File: config.mk
export PLATFORM = sky130hd
export DESIGN_NAME = des_round_core
export DESIGN_NICKNAME = d
export VERILOG_FILES = /design/src/rtl/des_pkg.sv /design/src/rtl/des_sbox_pair_rom.sv /design/src/rtl/des_round_seq.sv /design/src/rtl/des_round_core.sv
export SDC_FILE = /design/constraint.sdc
export NUM_CORES = 1
export LEC_CHECK = 0
export ABC_AREA = 1
export BUFFER_PORTS_ARGS = -buffer_cell sky130_fd_sc_hd__buf_4
export CAP_MARGIN = 40
export CORE_ASPECT_RATIO = 1.1
export CORE_UTILIZATION = 42
export DETAILED_ROUTE_END_ITERATION = 8
export GPL_TIMING_DRIVEN = 1
export SLEW_MARGIN = 25
export SYNTH_ARGS = -nofsm -noshare
export SYNTH_HDL_FRONTEND = slang
export SYNTH_SLANG_ARGS = --single-unit
File: constraint.sdc
create_clock -name clk -period 3.5 [get_ports clk]
set_clock_uncertainty 0.15 [all_clocks]
set_input_delay 0.525 -clock clk [delete_from_list [all_inputs] [get_ports clk]]
set_output_delay 0.525 -clock clk [all_outputs]
set_load 0.1 [all_outputs]
File: src/rtl/des_pkg.sv
package des_pkg;

    localparam int unsigned BLK_W   = 64;
    localparam int unsigned HALF_W  = BLK_W / 2;
    localparam int unsigned SUB_W   = 48;
    localparam int unsigned GRP_W   = 6;
    localparam int unsigned NIB_W   = 4;
    localparam int unsigned NBOX    = SUB_W / GRP_W;
    localparam int unsigned NPAIR   = NBOX / 2;
    localparam int unsigned ROUNDS  = 16;
    localparam int unsigned CNT_W   = $clog2(ROUNDS);

    // Source position (1 = most significant) for each output position.
    localparam int unsigned IP_TAB [64] = '{
        58,50,42,34,26,18,10,2, 60,52,44,36,28,20,12,4,
        62,54,46,38,30,22,14,6, 64,56,48,40,32,24,16,8,
        57,49,41,33,25,17,9,1,  59,51,43,35,27,19,11,3,
        61,53,45,37,29,21,13,5, 63,55,47,39,31,23,15,7};

    localparam int unsigned FP_TAB [64] = '{
        40,8,48,16,56,24,64,32, 39,7,47,15,55,23,63,31,
        38,6,46,14,54,22,62,30, 37,5,45,13,53,21,61,29,
        36,4,44,12,52,20,60,28, 35,3,43,11,51,19,59,27,
        34,2,42,10,50,18,58,26, 33,1,41,9,49,17,57,25};

    localparam int unsigned EX_TAB [48] = '{
        32,1,2,3,4,5,     4,5,6,7,8,9,       8,9,10,11,12,13,
        12,13,14,15,16,17, 16,17,18,19,20,21, 20,21,22,23,24,25,
        24,25,26,27,28,29, 28,29,30,31,32,1};

    localparam int unsigned PM_TAB [32] = '{
        16,7,20,21,29,12,28,17, 1,15,23,26,5,18,31,10,
        2,8,24,14,32,27,3,9,    19,13,30,6,22,11,4,25};

    // Substitution tables, row-major: index = {outer bits, inner bits}.
    localparam int unsigned SB0 [64] = '{
        14,4,13,1,2,15,11,8,3,10,6,12,5,9,0,7,
        0,15,7,4,14,2,13,1,10,6,12,11,9,5,3,8,
        4,1,14,8,13,6,2,11,15,12,9,7,3,10,5,0,
        15,12,8,2,4,9,1,7,5,11,3,14,10,0,6,13};
    localparam int unsigned SB1 [64] = '{
        15,1,8,14,6,11,3,4,9,7,2,13,12,0,5,10,
        3,13,4,7,15,2,8,14,12,0,1,10,6,9,11,5,
        0,14,7,11,10,4,13,1,5,8,12,6,9,3,2,15,
        13,8,10,1,3,15,4,2,11,6,7,12,0,5,14,9};
    localparam int unsigned SB2 [64] = '{
        10,0,9,14,6,3,15,5,1,13,12,7,11,4,2,8,
        13,7,0,9,3,4,6,10,2,8,5,14,12,11,15,1,
        13,6,4,9,8,15,3,0,11,1,2,12,5,10,14,7,
        1,10,13,0,6,9,8,7,4,15,14,3,11,5,2,12};
    localparam int unsigned SB3 [64] = '{
        7,13,14,3,0,6,9,10,1,2,8,5,11,12,4,15,
        13,8,11,5,6,15,0,3,4,7,2,12,1,10,14,9,
        10,6,9,0,12,11,7,13,15,1,3,14,5,2,8,4,
        3,15,0,6,10,1,13,8,9,4,5,11,12,7,2,14};
    localparam int unsigned SB4 [64] = '{
        2,12,4,1,7,10,11,6,8,5,3,15,13,0,14,9,
        14,11,2,12,4,7,13,1,5,0,15,10,3,9,8,6,
        4,2,1,11,10,13,7,8,15,9,12,5,6,3,0,14,
        11,8,12,7,1,14,2,13,6,15,0,9,10,4,5,3};
    localparam int unsigned SB5 [64] = '{
        12,1,10,15,9,2,6,8,0,13,3,4,14,7,5,11,
        10,15,4,2,7,12,9,5,6,1,13,14,0,11,3,8,
        9,14,15,5,2,8,12,3,7,0,4,10,1,13,11,6,
        4,3,2,12,9,5,15,10,11,14,1,7,6,0,8,13};
    localparam int unsigned SB6 [64] = '{
        4,11,2,14,15,0,8,13,3,12,9,7,5,10,6,1,
        13,0,11,7,4,9,1,10,14,3,5,12,2,15,8,6,
        1,4,11,13,12,3,7,14,10,15,6,8,0,5,9,2,
        6,11,13,8,1,4,10,7,9,5,0,15,14,2,3,12};
    localparam int unsigned SB7 [64] = '{
        13,2,8,4,6,15,11,1,10,9,3,14,5,0,12,7,
        1,15,13,8,10,3,7,4,12,5,6,11,0,14,9,2,
        7,11,4,1,9,12,14,2,0,6,10,13,15,3,5,8,
        2,1,14,7,4,10,8,13,15,12,9,0,3,5,6,11};

    function automatic logic [3:0] sbox_lookup(input int unsigned box, input logic [5:0] grp);
        int unsigned idx;
        idx = int'({grp[5], grp[0], grp[4:1]});
        case (box)
            0:       return 4'(SB0[idx]);
            1:       return 4'(SB1[idx]);
            2:       return 4'(SB2[idx]);
            3:       return 4'(SB3[idx]);
            4:       return 4'(SB4[idx]);
            5:       return 4'(SB5[idx]);
            6:       return 4'(SB6[idx]);
            default: return 4'(SB7[idx]);
        endcase
    endfunction

    function automatic logic [63:0] perm_init(input logic [63:0] x);
        logic [63:0] y;
        for (int i = 0; i < 64; i++) y[63-i] = x[64-IP_TAB[i]];
        return y;
    endfunction

    function automatic logic [63:0] perm_final(input logic [63:0] x);
        logic [63:0] y;
        for (int i = 0; i < 64; i++) y[63-i] = x[64-FP_TAB[i]];
        return y;
    endfunction

    function automatic logic [47:0] expand_half(input logic [31:0] x);
        logic [47:0] y;
        for (int i = 0; i < 48; i++) y[47-i] = x[32-EX_TAB[i]];
        return y;
    endfunction

    function automatic logic [31:0] perm_mix(input logic [31:0] x);
        logic [31:0] y;
        for (int i = 0; i < 32; i++) y[31-i] = x[32-PM_TAB[i]];
        return y;
    endfunction

    typedef struct packed {
        logic [HALF_W-1:0] lprev;
        logic [HALF_W-1:0] rprev;
        logic [BLK_W-1:0]  dout;
        logic              done;
    } core_st_t;

endpackage

File: src/rtl/des_sbox_pair_rom.sv
module des_sbox_pair_rom
    import des_pkg::*;
#(
    parameter int unsigned BOX_A = 0,
    parameter int unsigned BOX_B = 1
) (
    input  logic             clk,
    input  logic             en,
    input  logic [GRP_W-1:0] addr_a,
    input  logic [GRP_W-1:0] addr_b,
    output logic [NIB_W-1:0] data_a,
    output logic [NIB_W-1:0] data_b
);

    // Registered read ports, no reset, as an embedded memory behaves.
    always_ff @(posedge clk) begin
        if (en) begin
            data_a <= sbox_lookup(BOX_A, addr_a);
            data_b <= sbox_lookup(BOX_B, addr_b);
        end
    end

endmodule

File: src/rtl/des_round_seq.sv
module des_round_seq
    import des_pkg::*;
#(
    parameter int unsigned NROUND = ROUNDS,
    localparam int unsigned CW    = $clog2(NROUND)
) (
    input  logic          clk,
    input  logic          rst_n,
    input  logic          start_i,
    output logic          load_o,
    output logic          issue_o,
    output logic          finish_o,
    output logic          busy_o,
    output logic [CW-1:0] round_idx_o
);

    localparam logic [CW-1:0] LAST = CW'(NROUND - 1);

    typedef struct packed {
        logic          busy;
        logic          fin;
        logic [CW-1:0] cnt;
    } seq_st_t;

    seq_st_t st_d, st_q;
    logic    accept;

    always_comb begin
        st_d   = st_q;
        accept = start_i && !st_q.busy && !st_q.fin;
        st_d.fin = 1'b0;
        if (accept) begin
            st_d.busy = 1'b1;
            st_d.cnt  = CW'(1);
        end else if (st_q.busy) begin
            if (st_q.cnt == LAST) begin
                st_d.busy = 1'b0;
                st_d.fin  = 1'b1;
                st_d.cnt  = '0;
            end else begin
                st_d.cnt = st_q.cnt + CW'(1);
            end
        end
    end

    always_ff @(posedge clk) begin
        if (!rst_n) st_q <= '0;
        else        st_q <= st_d;
    end

    assign load_o      = accept;
    assign issue_o     = accept || st_q.busy;
    assign finish_o    = st_q.fin;
    assign busy_o      = st_q.busy || st_q.fin;
    assign round_idx_o = st_q.busy ? st_q.cnt : '0;

endmodule

File: src/rtl/des_round_core.sv
module des_round_core
    import des_pkg::*;
(
    input  logic        clk,
    input  logic        rst_n,
    input  logic        start_i,
    input  logic [63:0] block_i,
    input  logic [47:0] subkey_i,
    output logic [3:0]  round_idx_o,
    output logic        busy_o,
    output logic        done_o,
    output logic [63:0] block_o
);

    core_st_t           st_d, st_q;
    logic               load, issue, finish;
    logic [HALF_W-1:0]  sbox_q;
    logic [HALF_W-1:0]  r_fb;
    logic [HALF_W-1:0]  l_cur, r_cur;
    logic [BLK_W-1:0]   ip_blk;
    logic [SUB_W-1:0]   mix_key;

    des_round_seq #(.NROUND(ROUNDS)) u_seq (
        .clk         (clk),
        .rst_n       (rst_n),
        .start_i     (start_i),
        .load_o      (load),
        .issue_o     (issue),
        .finish_o    (finish),
        .busy_o      (busy_o),
        .round_idx_o (round_idx_o)
    );

    // Right half rebuilt from the registered substitution output.
    assign r_fb    = st_q.lprev ^ perm_mix(sbox_q);
    assign ip_blk  = perm_init(block_i);
    assign l_cur   = load ? ip_blk[63:32] : st_q.rprev;
    assign r_cur   = load ? ip_blk[31:0]  : r_fb;
    assign mix_key = expand_half(r_cur) ^ subkey_i;

    for (genvar p = 0; p < NPAIR; p++) begin : g_pair
        des_sbox_pair_rom #(.BOX_A(2*p), .BOX_B(2*p+1)) u_rom (
            .clk    (clk),
            .en     (issue),
            .addr_a (mix_key[SUB_W-1-12*p -: GRP_W]),
            .addr_b (mix_key[SUB_W-7-12*p -: GRP_W]),
            .data_a (sbox_q[HALF_W-1-8*p -: NIB_W]),
            .data_b (sbox_q[HALF_W-5-8*p -: NIB_W])
        );
    end

    always_comb begin
        st_d      = st_q;
        st_d.done = finish;
        if (issue) begin
            st_d.lprev = l_cur;
            st_d.rprev = r_cur;
        end
        if (finish) begin
            st_d.dout = perm_final({r_fb, st_q.rprev});
        end
    end

    always_ff @(posedge clk) begin
        if (!rst_n) st_q <= '0;
        else        st_q <= st_d;
    end

    assign done_o  = st_q.done;
    assign block_o = st_q.dout;

endmodule

* Word-level counts from Yosys, hierarchy flattened *
Memories as Yosys holds them, arrays and structs flattened. A register that Yosys moved wholly into a read port is not among the register bits.
Cells that the tools add are included.

storage, ports and cells
  flip-flop bits (word level) = 135
  memory bits (read-only) = 16384
  bits of input ports = 115
  output and inout bits = 70
  word-level logic and storage cells = 47
  memories = 8

cells by class
  add/sub/neg operators = 1
  equal/unequal tests = 1
  muxes and demuxes = 8
  bitwise gates (word level) = 12
  reductions and logical operators = 9

memories
  name              depth  bits a word  read ports  clocked after memory_dff  wr ports  RTL line       source
  (name not given)  64     32           1           1                         0         des_pkg.sv:83  2: return 4'(SB2[idx]);
  (name not given)  64     32           1           1                         0         des_pkg.sv:84  3: return 4'(SB3[idx]);
  (name not given)  64     32           1           1                         0         des_pkg.sv:86  5: return 4'(SB5[idx]);
  (name not given)  64     32           1           1                         0         des_pkg.sv:81  0: return 4'(SB0[idx]);
  (name not given)  64     32           1           1                         0         des_pkg.sv:88  default: return 4'(SB7[idx]);
  (name not given)  64     32           1           1                         0         des_pkg.sv:82  1: return 4'(SB1[idx]);
  +2 memories       n/a    n/a          n/a         n/a                       n/a       n/a

operators with widths
  operator                                                       number
  6-bit inverter with 33-bit output                              8
  32-bit two-way mux                                             2
  48-bit XOR                                                     1
  32-bit XOR                                                     1
  4-bit two-way mux                                              2
  6-bit two-way mux                                              1
  4-bit by 1-bit adder with 4-bit output, second input constant  1
  4-bit == test, second input constant                           1
  3-bit OR reduction                                             1
  1-bit logical AND                                              2
  1-bit logical NOT                                              2
  1-bit logical OR                                               2
  1-bit two-way mux                                              2
  2-bit two-way mux                                              1
  1-bit inverter                                                 2
  2-bit nonzero test                                             1
  2-bit OR reduction                                             1

* Depth between registers and ports, before layout *
  word-level depth = 6
  gate-level depth with buffers = 20
  mapped depth without buffers = 18

* By module *
A second synthesis with hierarchy kept.

unflattened totals
  cells, all modules = 2203
  area total of the unflattened synthesis = 13650.6 um^2

by module, submodules not included
  module                               instances  cells an instance  area an instance (um^2)  sequential area each (um^2)
  des_round_core                       1          1217               7747.4                   2582.5
  des_sbox_pair_rom (g_pair[0].u_rom)  1          248                1460.2                   240.2
  des_sbox_pair_rom (g_pair[2].u_rom)  1          243                1411.4                   240.2
  des_sbox_pair_rom (g_pair[3].u_rom)  1          222                1368.8                   240.2
  des_sbox_pair_rom (g_pair[1].u_rom)  1          225                1322.5                   240.2
  des_round_seq                        1          48                 340.3                    120.1

* Least setup slack after synthesis *
Ideal clock, no wire load.

  kind = input to register
  start = input start_i
  end = register g_pair[1].u_rom.data_b[3], data pin
  library setup time = 0.253 ns
  arrival = 2.344 ns
  data required time = 3.097 ns
  path slack = 0.753 ns
  cell stages on the path = 17
  path buffers = 2
  path through = buf_2 -> nand2_1 -> nor2_4 -> buf_2 -> nand2_1 -> nand2_1 -> nand2_1 -> nand2_1 -> inv_1 -> ha_1 -> or2_2 -> nand2_1 -> nand3_1 -> nand3_1 -> nand2_1 -> nand2_1 -> nand2_1

between the ends
  longest elaborated chain between the ends = 5
  elaborated cells between the ends (all ways) = 6
  classes of those cells = mux (1); bitwise (2); reduce/logical (3)

ends and longest elaborated chain
  item                                                     RTL line                 source
  start: declaration                                       des_round_core.sv:6      input logic start_i,
  1-bit logical AND (*) (2 in a row)                       des_round_seq.sv:30      accept = start_i && !st_q.busy && !st_q.fin;
  32-bit two-way mux                                       des_round_core.sv:38     assign r_cur = load ? ip_blk[31:0] : r_fb;
  48-bit XOR                                               des_round_core.sv:39     assign mix_key = expand_half(r_cur) ^ subkey_i;
  6-bit inverter with 33-bit output (implied by the code)  des_pkg.sv:84
  end: declaration                                         des_sbox_pair_rom.sv:12  output logic [NIB_W-1:0] data_b

Every way passes the cells marked *; elsewhere a longest branch is shown, timed or not.
A chain may end at the register's enable or synchronous reset.

* Worst setup path in the final report *
  start = register u_seq.st_q[5] (netlist bit)
  end = register g_pair[1].u_rom.data_a[3], data pin

between the ends
  longest elaborated chain between the ends = 6
  elaborated cells between the ends (all ways) = 7
  classes of those cells = mux (1); bitwise (2); reduce/logical (4)

ends and longest elaborated chain
  item                               RTL line                 source
  start: declaration                 des_round_seq.sv:25      seq_st_t st_d, st_q;
  start signal: assignment           des_round_seq.sv:48      else st_q <= st_d;
  1-bit logical NOT                  des_round_seq.sv:30
  1-bit logical AND (2 in a row)     des_round_seq.sv:30
  32-bit two-way mux                 des_round_core.sv:38
  48-bit XOR                         des_round_core.sv:39
  6-bit inverter with 33-bit output  n/a
  end: declaration                   des_sbox_pair_rom.sv:11  output logic [NIB_W-1:0] data_a,

Several ways; a longest one is shown, not always the timed one.

==> impl_metrics.py <==
metrics = {
    "run_status": {
        "status": "complete, no violations",
    },
    "worst_setup_path": {
        "critPathKind": "flop to flop",
        "critPathRequiredTime_ns": 3.55,
        "crit_chain": "buf_4 > inv_2 > nand2_1 > nor2_4 > buf_4 > nand2_1 > nand2_2 > nand2_1 > nand2_1 > ha_1 > inv_1 > nand2_1 > nand2_1 > nand2_1 > nand3_1 > nand2_1 > nand2_1 > nand2_1",
        "path_max_fanout": 16,
        "cp.arrival_ns": 3.17,
        "crit_path_start_kind": "flop",
        "critPathSlowestCell": "dfxtp_2",
        "setup.worst_path.start": "u_seq.st_q[5]",
        "critical-path-max-stage-delay_ns": 0.34,
        "crit_family": "simple AND/OR/NAND/NOR gates",
        "worstReg2RegStart": "u_seq.st_q[5]",
        "path_buf_inv": 4,
        "end_kind": "flop",
        "critPathMostFrequentCell": "nand2_1",
    },
    "clock_tree": {
        "cts_buffers": 17,
        "post_cts_resized": 0,
        "htreeDepth": 4,
        "clkSinkCount": 167,
        "insertion_delay_ns": 0.44,
        "cts_setup_buffers": 0,
        "root_buffer": "clkbuf_16",
        "ctsLongestPathBuffers": 2,
        "tritoncts": "yes",
        "clk_pin_slew_ns": 0.07,
        "cts_hold_buf": 0,
    },
    "sta": {
        "slew_headroom": 0.490,
        "worst_slack_ns": 0.381,
        "finalSetupViolCount": 0,
        "rsz0062_at_grt": "no",
        "hold_viol": 0,
        "tightest_slew_ns": 0.765,
        "finalCritPeriodShare": 0.891,
        "fin_setup_tns_ns": 0,
        "fin_crit_ns": 3.12,
        "max_freq_mhz": 321,
        "final_max_slew_viol_count": 0,
        "hold_slack_ns": 0.178,
    },
    "global_routing": {
        "grt_max_degree": 78,
        "use_met1": 0.402,
        "grt_usage": 0.286,
        "grt_pass1_wl_um": 71700,
        "use_met3": 0.0357,
        "grt_pass1_vias": 13000,
        "antenna_found_initial": 1,
        "grt_overflow_total": 0,
        "gr-max-usage-layer": "met2",
        "grt_use_met2": 0.452,
    },
    "route": {
        "drtIter0Drc": 1150,
        "drc": 0,
        "vias_per_cell": 5.29,
        "wl_per_cell_um": 17.0,
        "ant_nets": 0,
        "first_pass_iters": 5,
        "vias": 14400,
        "wirelength_um": 46300,
    },
    "placement": {
        "place_area_sq_mm": 0.0147,
        "gp_congestion": 0.923,
        "port_buffers": 184,
        "dp_slack_ns": 0.249,
        "dp_hpwl_um": 34900,
    },
    "synth": {
        "ys_seq_area_frac": 0.273,
        "synth_cell_types": 32,
        "avgSynthCellArea_sq_um": 6.08,
        "netlist_area_sq_mm": 0.0134,
        "synth_seq_cells": 167,
        "synth-adder-area-share": 0.0588,
        "synth_top_family_by_area": "simple AND/OR/NAND/NOR gates",
        "synth_nets": 2384,
        "netlist_instances": 2206,
        "yosysWarningCount": 0,
        "synth_xor_area_frac": 0.0177,
        "synth-compound-area-share": 0.0735,
        "synth-simple-area-share": 0.440,
        "synthMuxAreaShare": 0,
    },
    "power_and_ir_drop": {
        "p_clk_frac": 0.194,
        "intPower_mw": 4.86,
        "vdd_drop_max_mv": 0.361,
        "power_density_mw_per_mm2": 616,
        "p_leak_nw": 8.37,
        "combPwrFrac": 0.525,
        "seqPwrFrac": 0.281,
        "switching_share": 0.481,
        "switchingPower_mw": 4.50,
    },
    "floorplan": {
        "io-pin-count": 185,
        "fp.dieW_um": 172,
        "core_sq_mm": 0.0314,
        "dieArea_sq_mm": 0.0326,
        "fp.dieH_um": 189,
        "initial_core_util": 0.427,
        "fp-row-count": 68,
    },
    "run": {
        "drv_cap": 0,
    },
    "finish": {
        "area_delta_synth_final_pct": 13.4,
        "design_area_sq_mm": 0.0152,
        "drive_gt1_frac": 0.124,
        "nNetsFinal": 2463,
    },
    "worst_hold_path": {
        "min_path_type": "input pin to flop",
        "hp-start": "block_i[8]",
    },
}
-- per-stage QoR --
stage	cells	power, mW	util
after floorplan	2206	6.14	-
after global placement	2686	7.53	0.467
after detailed placement	2686	7.50	0.467
after CTS	2718	9.33	0.484
after global routing	2719	10.2	0.484
final	2719	9.37	0.484
-- worst min-delay path: cells and delay by family --
family | cells | cell delay (ns)
buffers and inverters | 1 | 0.08
AND/OR/NAND/NOR | 1 | 0.07
AO/OA/AOI/OAI | 1 | 0.06
-- flip-flops by register name (all words and copies together) (netlist names) --
| name | flops |
|---|---|
| block_o | 64 |
| g_pair.u_rom.data_b | 16 |
| u_seq.finish_o | 1 |
| done_o | 1 |
| st_q | 64 |
| g_pair.u_rom.data_a | 16 |
| u_seq.st_q | 5 |
-- synth_stat cells --
master	count	area share
nand2_1	810	0.23
nand3_1	381	0.14
inv_1	241	0.067
nor2_1	152	0.043
dfxtp_1	135	0.20
buf_4	79	0.044
o21ai_0	70	0.026
ha_1	63	0.059
clkbuf_1	44	0.012
o211ai_1	34	0.019
edfxtp_1	32	0.072
nand2_2	28	0.013
a221oi_1	24	0.016
a21oi_1	23	0.0086
buf_2	18	0.0067
nand3b_1	14	0.0078
xor2_1	14	0.0091
a31oi_1	8	0.0037
buf_6	5	0.0042
or2_2	5	0.0023
xnor2_1	5	0.0033
inv_2	4	0.0011
nand4_1	3	0.0014
buf_1	2	0.00056
clkinv_1	2	0.00056
nor2_4	2	0.0017
nor3_1	2	0.00075
xor2_4	2	0.0041
nor2_2	1	0.00047
o21ai_1	1	0.00037
or2_1	1	0.00047
xor2_2	1	0.0012
-- worst paths after layout --
check / endpoint / slack [ns] / cells after the start
max: g_pair[1].u_rom.data_a[3] / 0.38 / 18
min: st_q[103] / 0.18 / 3
max reg2reg: g_pair[1].u_rom.data_a[3] / 0.38 / 18
min reg2reg: block_o[14] / 0.33 / 2
-- final cells by class --
type / count / area, sq um
flip-flops and latches: 167 / 3670
multi-input cells: 1644 / 7910
repair buffers: 208 / 1620
well taps: 420 / 526
clock buffers: 20 / 458
clock inverters: 12 / 90.1
inverters: 247 / 927
fillers: 3275 / 16200
diodes: 1 / 2.50
-- layout by cell type (no fill, tap or decap), drive strengths merged --
master    netlist  routed
a21oi          23      23
a221oi         24      24
a31oi           8       8
buf           104     208
clkbuf         44      20
clkinv          2       6
clkinvlp        0       1
dfxtp         135     135
diode           0       1
edfxtp         32      32
ha             63      63
inv           245     252
nand2         838     838
nand3         381     381
nand3b         14      14
nand4           3       3
nor2          155     155
nor3            2       2
o211ai         34      34
o21ai          71      71
or2             6       6
xnor2           5       5
xor2           17      17
-- cells by family (layout without fill, tap and decap cells) --
group | count (synthesis) | after routing
xor+xnor | 22 | 22
buf+inv | 395 | 487
flops | 167 | 167
other cells | 0 | 1
compound gates | 160 | 160
fa+ha+maj | 63 | 63
simple gates | 1399 | 1399
-- power by group through the flow --
stage / sequential (mW) / clock, mW / combinational [mW]
floorplan: 2.51 / 0 / 3.63
global placement: 2.67 / 0 / 4.87
detailed placement: 2.67 / 0 / 4.83
CTS: 2.63 / 1.85 / 4.86
global route: 2.65 / 1.93 / 5.57
finish: 2.63 / 1.82 / 4.92
-- routing by layer --
layer  part of all wire  routed length (um)  vias up
met5                  0                   0        -
met4              0.020                 924        0
met3              0.065                3000       43
met2               0.45               20700      514
met1               0.47               21700     6667
li1                   -                   -     7150
Power figures use the tool's default switching activity.
